`src/rtl/csel_pkg.sv`:
```
package csel_pkg;

  // Lowest bit index of block idx when block widths grow by one per block
  function automatic int blk_lsb(input int first_w, input int idx);
    return idx * first_w + (idx * (idx - 1)) / 2;
  endfunction

  // Width of block idx
  function automatic int blk_width(input int first_w, input int idx);
    return first_w + idx;
  endfunction

  // Total operand width covered by nblk blocks
  function automatic int total_width(input int first_w, input int nblk);
    return blk_lsb(first_w, nblk);
  endfunction

endpackage

```
`src/rtl/csel_block.sv`:
```
// Setup and dual-hypothesis carry chains for one select block
module csel_block #(
  parameter int BW = 2
) (
  input  logic [BW-1:0] a_i,
  input  logic [BW-1:0] b_i,
  output logic [BW-1:0] prop_o,
  output logic [BW:0]   cz_o,
  output logic [BW:0]   co_o
);

  logic [BW-1:0] gen;
  logic [BW-1:0] prop;
  logic [BW:0]   cz;
  logic [BW:0]   co;

  always_comb begin
    gen   = a_i & b_i;
    prop  = a_i ^ b_i;
    cz    = '0;
    co    = '0;
    cz[0] = 1'b0;
    co[0] = 1'b1;
    for (int k = 0; k < BW; k++) begin
      cz[k+1] = gen[k] | (prop[k] & cz[k]);
      co[k+1] = gen[k] | (prop[k] & co[k]);
    end

    AST_CHAIN_MONOTONIC: assert ((cz & ~co) == '0)
      else $error("zero-assumed carry above one-assumed carry");
    AST_KILL_AGREE: assert ((&prop) || (cz[BW] == co[BW]))
      else $error("carry-outs differ without full propagate");
    AST_FULL_PROP: assert (!(&prop) || (!cz[BW] && co[BW]))
      else $error("full propagate did not pass hypothesis");
    AST_GEN_TOP: assert (!gen[BW-1] || (cz[BW] && co[BW]))
      else $error("top generate lost");
  end

  assign prop_o = prop;
  assign cz_o   = cz;
  assign co_o   = co;

endmodule

```
`src/rtl/csel_sel.sv`:
```
// Carry selector and sum generation for one block
module csel_sel #(
  parameter int BW = 2
) (
  input  logic [BW-1:0] prop_i,
  input  logic [BW:0]   cz_i,
  input  logic [BW:0]   co_i,
  input  logic          cin_i,
  output logic [BW-1:0] sum_o,
  output logic          cout_o
);

  logic [BW:0] carries;

  assign carries = cin_i ? co_i : cz_i;
  assign sum_o   = prop_i ^ carries[BW-1:0];
  assign cout_o  = carries[BW];

endmodule

```
`src/rtl/csel_adder.sv`:
```
module csel_adder #(
  parameter int FIRST_W = 2,
  parameter int NBLK    = 5,
  localparam int W      = csel_pkg::total_width(FIRST_W, NBLK)
) (
  input  logic [W-1:0] a_i,
  input  logic [W-1:0] b_i,
  input  logic         cin_i,
  output logic [W-1:0] sum_o,
  output logic         cout_o
);

  // Selected carry entering each block; the last entry leaves the adder
  logic [NBLK:0] blk_c;

  assign blk_c[0] = cin_i;

  for (genvar i = 0; i < NBLK; i++) begin : g_blk
    localparam int LSB = csel_pkg::blk_lsb(FIRST_W, i);
    localparam int BW  = csel_pkg::blk_width(FIRST_W, i);

    logic [BW-1:0] prop;
    logic [BW:0]   cz;
    logic [BW:0]   co;

    csel_block #(.BW(BW)) u_blk (
      .a_i    (a_i[LSB +: BW]),
      .b_i    (b_i[LSB +: BW]),
      .prop_o (prop),
      .cz_o   (cz),
      .co_o   (co)
    );

    csel_sel #(.BW(BW)) u_sel (
      .prop_i (prop),
      .cz_i   (cz),
      .co_i   (co),
      .cin_i  (blk_c[i]),
      .sum_o  (sum_o[LSB +: BW]),
      .cout_o (blk_c[i+1])
    );
  end

  assign cout_o = blk_c[NBLK];

endmodule

```
`config.mk`:
```
export PLATFORM = sky130hd
export DESIGN_NAME = csel_adder
export DESIGN_NICKNAME = d
export VERILOG_FILES = /design/src/rtl/csel_pkg.sv /design/src/rtl/csel_block.sv /design/src/rtl/csel_sel.sv /design/src/rtl/csel_adder.sv
export SDC_FILE = /design/constraint.sdc
export NUM_CORES = 1
export LEC_CHECK = 0
export ABC_CLOCK_PERIOD_IN_PS = 9350
export BUFFER_PORTS_ARGS = -buffer_cell sky130_fd_sc_hd__buf_4
export CORE_UTILIZATION = 53
export DETAILED_ROUTE_END_ITERATION = 12
export GPL_TIMING_DRIVEN = 0
export PLACE_DENSITY = 0.95
export SYNTH_ARGS = -nofsm -noshare
export SYNTH_HDL_FRONTEND = slang
export SYNTH_HIERARCHICAL = 1
export SYNTH_SLANG_ARGS = --single-unit
export TNS_END_PERCENT = 20
```
`constraint.sdc`:
```
create_clock -name vclk -period 9.35
set_clock_uncertainty 0.1 [all_clocks]
set_input_delay 1.87 -clock vclk [all_inputs]
set_output_delay 1.87 -clock vclk [all_outputs]
set_load 0.02 [all_outputs]
```
; Yosys cells after proc, flatten, opt, wreduce, memory -nomap -nowiden
; Index checks and enable logic that the tools add are counted.
[classes]
addsub = 0
n_mul = 0
div_mod_pow = 0
magnitude_cmp = 0
n_eq_ne = 0
shifts = 0
n_mux = 5
bitwise = 80
reduce_logical = 0
[op_table]
columns = cell, n
row1 = $or 1x1->1, 35
row2 = $and 1x1->1, 30
row3 = $xor 6x6->6, 2
row4 = $xor 5x5->5, 2
row5 = $xor 4x4->4, 2
row6 = $mux 7, 1
row7 = $and 6x6->6, 1
row8 = $mux 6, 1
row9 = $xor 3x3->3, 2
row10 = $and 5x5->5, 1
row11 = $mux 5, 1
row12 = $and 4x4->4, 1
row13 = $mux 4, 1
row14 = $xor 2x2->2, 2
row15 = $and 3x3->3, 1
row16 = $mux 3, 1
row17 = $and 2x2->2, 1
[totals]
register_bits = 0
latchBits = 0
ramBits = 0
mem_bits_ro = 0
memories = 0

; Logic depth before layout (Yosys ltp)
[logic_depth]
depth_word = 14
ltp_mapped = 13

; By module
; Netlist, hierarchy kept.
[modules_own_cells]
columns = module, n_inst, cells_per_inst, area_each_um2
row1 = csel_block at g_blk[4].u_blk, 1, 35, 239.0
row2 = csel_block at g_blk[3].u_blk, 1, 27, 192.7
row3 = csel_block at g_blk[2].u_blk, 1, 19, 150.1
row4 = csel_sel at g_blk[4].u_sel, 1, 14, 135.1
row5 = csel_block at g_blk[1].u_blk, 1, 17, 123.9
row6 = csel_sel at g_blk[3].u_sel, 1, 12, 116.4
row7 = csel_sel at g_blk[2].u_sel, 1, 10, 97.6
row8 = csel_block at g_blk[0].u_blk, 1, 12, 86.3
row9 = csel_sel at g_blk[1].u_sel, 1, 7, 67.6
row10 = csel_sel at g_blk[0].u_sel, 1, 5, 48.8

; Worst setup path before layout
; OpenSTA, ideal clock, no wires.
[synth_timing]
path_kind = in2out
from = in a_i[1]
to = out sum_o[19]
arrival_ps = 4400
setup_slack_ps = 2980
cell_stages = 11
n_path_buf = 3
cell_sequence = ha_1 -> a21o_1 -> mux2_2 -> mux2_2 -> buf_6 -> mux2_2 -> buf_6 -> mux2_2 -> buf_6 -> mux2i_1 -> xnor2_1
[synth_between]
elab_chain_cells = 9
[synth_rtl]
columns = item, line
row1 = from (decl), csel_adder.sv:6  ; input logic [W-1:0] a_i,
row2 = $xor 2x2->2, csel_block.sv:19  ; prop = a_i ^ b_i;
row3 = $and 1x1->1, csel_block.sv:26  ; co[k+1] = gen[k] | (prop[k] & co[k]);
row4 = $or 1x1->1 *, csel_block.sv:26
row5 = named net g_blk[0].co[2], csel_adder.sv:24  ; logic [BW:0] co;
row6 = $mux 3 *, csel_sel.sv:15  ; assign carries = cin_i ? co_i : cz_i;
row7 = named net blk_c[1], csel_adder.sv:14  ; logic [NBLK:0] blk_c;
row8 = $mux 4 *, csel_sel.sv:15
row9 = named net blk_c[2], csel_adder.sv:14
row10 = $mux 5 *, csel_sel.sv:15
row11 = named net blk_c[3], csel_adder.sv:14
row12 = $mux 6 *, csel_sel.sv:15
row13 = named net blk_c[4], csel_adder.sv:14
row14 = $mux 7 *, csel_sel.sv:15
row15 = $xor 6x6->6 *, csel_sel.sv:16  ; assign sum_o = prop_i ^ carries[BW-1:0];
row16 = to (decl), csel_adder.sv:9  ; output logic [W-1:0] sum_o,
; Mark *: on every way through the listed nets, which the timed path passes. The rest lies on a longest branch.

; Worst setup path after layout
[layout_timing]
from = in a_i[1]
to = out sum_o[15]
[layout_between]
elab_chain_cells = 9
[layout_rtl]
columns = item, line
row1 = $xor 2x2->2, csel_block.sv:19
row2 = named net g_blk[0].prop[1], csel_adder.sv:22  ; logic [BW-1:0] prop;
row3 = $and 1x1->1, csel_block.sv:26
row4 = $or 1x1->1, csel_block.sv:26
row5 = named net g_blk[0].co[2], csel_adder.sv:24
row6 = $mux 3, csel_sel.sv:15
row7 = named net blk_c[1], csel_adder.sv:14
row8 = $mux 4, csel_sel.sv:15
row9 = named net blk_c[2], csel_adder.sv:14
row10 = $mux 5, csel_sel.sv:15
row11 = named net blk_c[3], csel_adder.sv:14
row12 = $mux 6, csel_sel.sv:15
row13 = named net blk_c[4], csel_adder.sv:14
row14 = $mux 7, csel_sel.sv:15
row15 = $xor 6x6->6, csel_sel.sv:16
; The timed path passes the listed nets, and every way through them passes these cells.

==> summary.md <==
| Metric | Value |
|---|---|
| Post-Syn Area | 1260 µm² |
| RD Place Congestion | 0.710 |
| Die ar. | 2570 µm² |
| Worst Path Required | 7380 ps |
| Drt total wl | 2390 µm |
| HPWL Detailed | 2150 µm |
| Largest net degree at the start of global routing | 8 |
| Startpoint class of the critical path | input port |
| Post-route setup TNS | 0 ps |
| Status | complete, no violations |
| Hold Startpoint | b_i[17] |
| Row Count | 17 |
| Antenna violations before repair | 0 |
| Crit path max-delay family | multiplexers |
| Inserted Diodes | 0 |
| Syn_nets | 224 |
| CP max-delay cell | mux2_2 |
| Drt initial violations | 13 |
| DRT antenna net count | 0 |
| RSZ-0062 raised after global routing | no |
| Via count | 1,210 |
| Starting Density | 0.563 |
| Clk_buf instances | 0 |
| MaxCap Viol Count | 0 |
| Die height | 50.7 µm |
| Reg area | 0 µm² |
| Worst setup EP type | output pin |
| Synth Instances | 158 |
| Total track usage | 0.185 |
| Vias per inst | 4.88 |
| Layout area overhead | 39.8% |
| Post-CTS Hold Buffers | 0 |
| Crit share post-route | 0.700 |
| Slowest stage delay, CP | 350 ps |
| Warnings, synthesis | 6 |
| Sequential cells | 0 |
| Fmax | 0.153 GHz |
| Netlist cell types | 21 |
| Die width | 50.7 µm |
| Avg WL per Cell | 9.63 µm |
| Setup Viol. Count Final | 0 |
| Seq/Total Area, Yosys | 0 |
| Final Util | 0.787 |
| PortBufs | 62 |
| Number of global-route vias before repair | 1,088 |
| Final Critical Period | 6550 ps |
| Mean Syn Cell Area | 7.96 µm² |
| CP dominant cell by count | mux2_2 |
| Worst-path cell chain | buf_4 -> ha_1 -> a21o_1 -> mux2_2 -> mux2_2 -> buf_6 -> mux2_2 -> buf_6 -> mux2_2 -> buf_6 -> mux2i_1 -> xnor2_1 -> buf_4 |
| Hold EP | sum_o[17] |
| Hold-critical path depth | 4 |
| Largest fanout on the critical path | 7 |
| Drt drc | 0 |
| Leak | 1.04 nW |
| Max IR drop VDD | 74.6 µV |
| CP Buf/Inv Count | 5 |
| CTS resizes | 0 |
| CP Class | input port to output pin |
| Critical path arrival | 4580 ps |
| Layout Nets | 288 |
| Worst hold-check path type | input port to output pin |
| Layout cells sized above 1 | 0.382 |
| Core area | 2230 µm² |
| First-pass GRT wire length | 3970 µm |
| # IOs | 62 |
| Total grt overflow | 0 |
| Drt pass-1 iters | 4 |
| Post-CTS setup buffer count | 0 |
| Final slew viol count | 0 |
| PD cells | 103 nW/µm² |
| Final Hold Viols | 0 |
==> where the power goes <==
part           internal (mW)  switching (mW)  leakage [nW]
clock                      0               0             0
combinational         0.0938          0.0873          1.04
sequential                 0               0             0
total                 0.0938          0.0873          1.04
==> stage by stage <==
| stage | instances | setup WS, ps | hold slack, ps | power (mW) | cell area [µm²] |
|---|---|---|---|---|---|
| 2_1_floorplan | 158 | 2980 | 3920 | 0.120 | 1260 |
| 3_3_place_gp | 248 | 2830 | 4070 | 0.179 | 1760 |
| 3_5_place_dp | 248 | 2820 | 4080 | 0.181 | 1760 |
| 4_1_cts | 248 | 2810 | 4080 | 0.182 | 1760 |
| 5_1_grt | 248 | 2660 | 4090 | 0.195 | 1760 |
| 6_report | 248 | 2800 | 4070 | 0.181 | 1760 |
==> kinds of logic (layout without fill, tap and decap cells) <==
group / Yosys count / after routing / share of synthesized area
xor+xnor: 20 / 20 / 0.139
buf+inv: 29 / 91 / 0.134
simple gates: 17 / 17 / 0.0716
fa+ha+maj: 25 / 25 / 0.249
mux: 25 / 25 / 0.204
compound gates: 32 / 32 / 0.172
other cells: 10 / 10 / 0.0299
==> layer usage <==
metal / track usage / vias to the layer above / part of all wire
met5: 0 / - / 0
met1: 0.209 / 534 / 0.41
met4: 0 / 0 / 0
li1: - / 635 / -
met2: 0.389 / 41 / 0.53
met3: 0.00909 / 0 / 0.060
==> worst max path at each step <==
stage | depth (start not counted) | slack, ps | end | startpoint
floorplan | 11 | 2980 | sum_o[19] | a_i[1]
global placement | 13 | 2830 | sum_o[15] | a_i[1]
detailed placement | 13 | 2820 | sum_o[17] | a_i[1]
CTS | 13 | 2810 | sum_o[15] | a_i[1]
global route | 13 | 2660 | sum_o[15] | a_i[1]
finish | 13 | 2800 | sum_o[15] | a_i[1]
==> cell type report <==
cell class / instances / area [µm²]
buffer: 13 / 109
fill: 159 / 475
inverter: 16 / 60.1
multi-input combinational: 129 / 1090
tap: 28 / 35.0
timing repair buffer: 62 / 465
==> cell usage after synthesis <==
cell type  number  area, µm²
mux2_2          5       56.3
o21ai_1         2       10.0
nand2_1         4       15.0
nor2_1          3       11.3
buf_6           3       33.8
inv_2           2       7.51
nor3_1          1       5.00
xnor2_1        20        175
a21oi_2         1       8.76
a21o_1         18        135
nand3b_1        2       15.0
a21o_2          1       8.76
a21oi_1         9       45.0
ha_1           25        313
conb_1         10       37.5
buf_4          10       75.1
a31o_1          1       8.76
inv_1          14       52.6
nand2b_1        6       37.5
mux2i_1        20        200
or2_1           1       6.26
==> layout by cell type (no fill, tap or decap) <==
cell type	count
a21o_1	18
a21o_2	1
a21oi_1	9
a21oi_2	1
a31o_1	1
buf_4	72
buf_6	3
conb_1	10
ha_1	25
inv_1	14
inv_2	2
mux2_2	5
mux2i_1	20
nand2_1	4
nand2b_1	6
nand3b_1	2
nor2_1	3
nor3_1	1
o21ai_1	2
or2_1	1
xnor2_1	20
No activity file was read; power rests on OpenSTA's default activity.
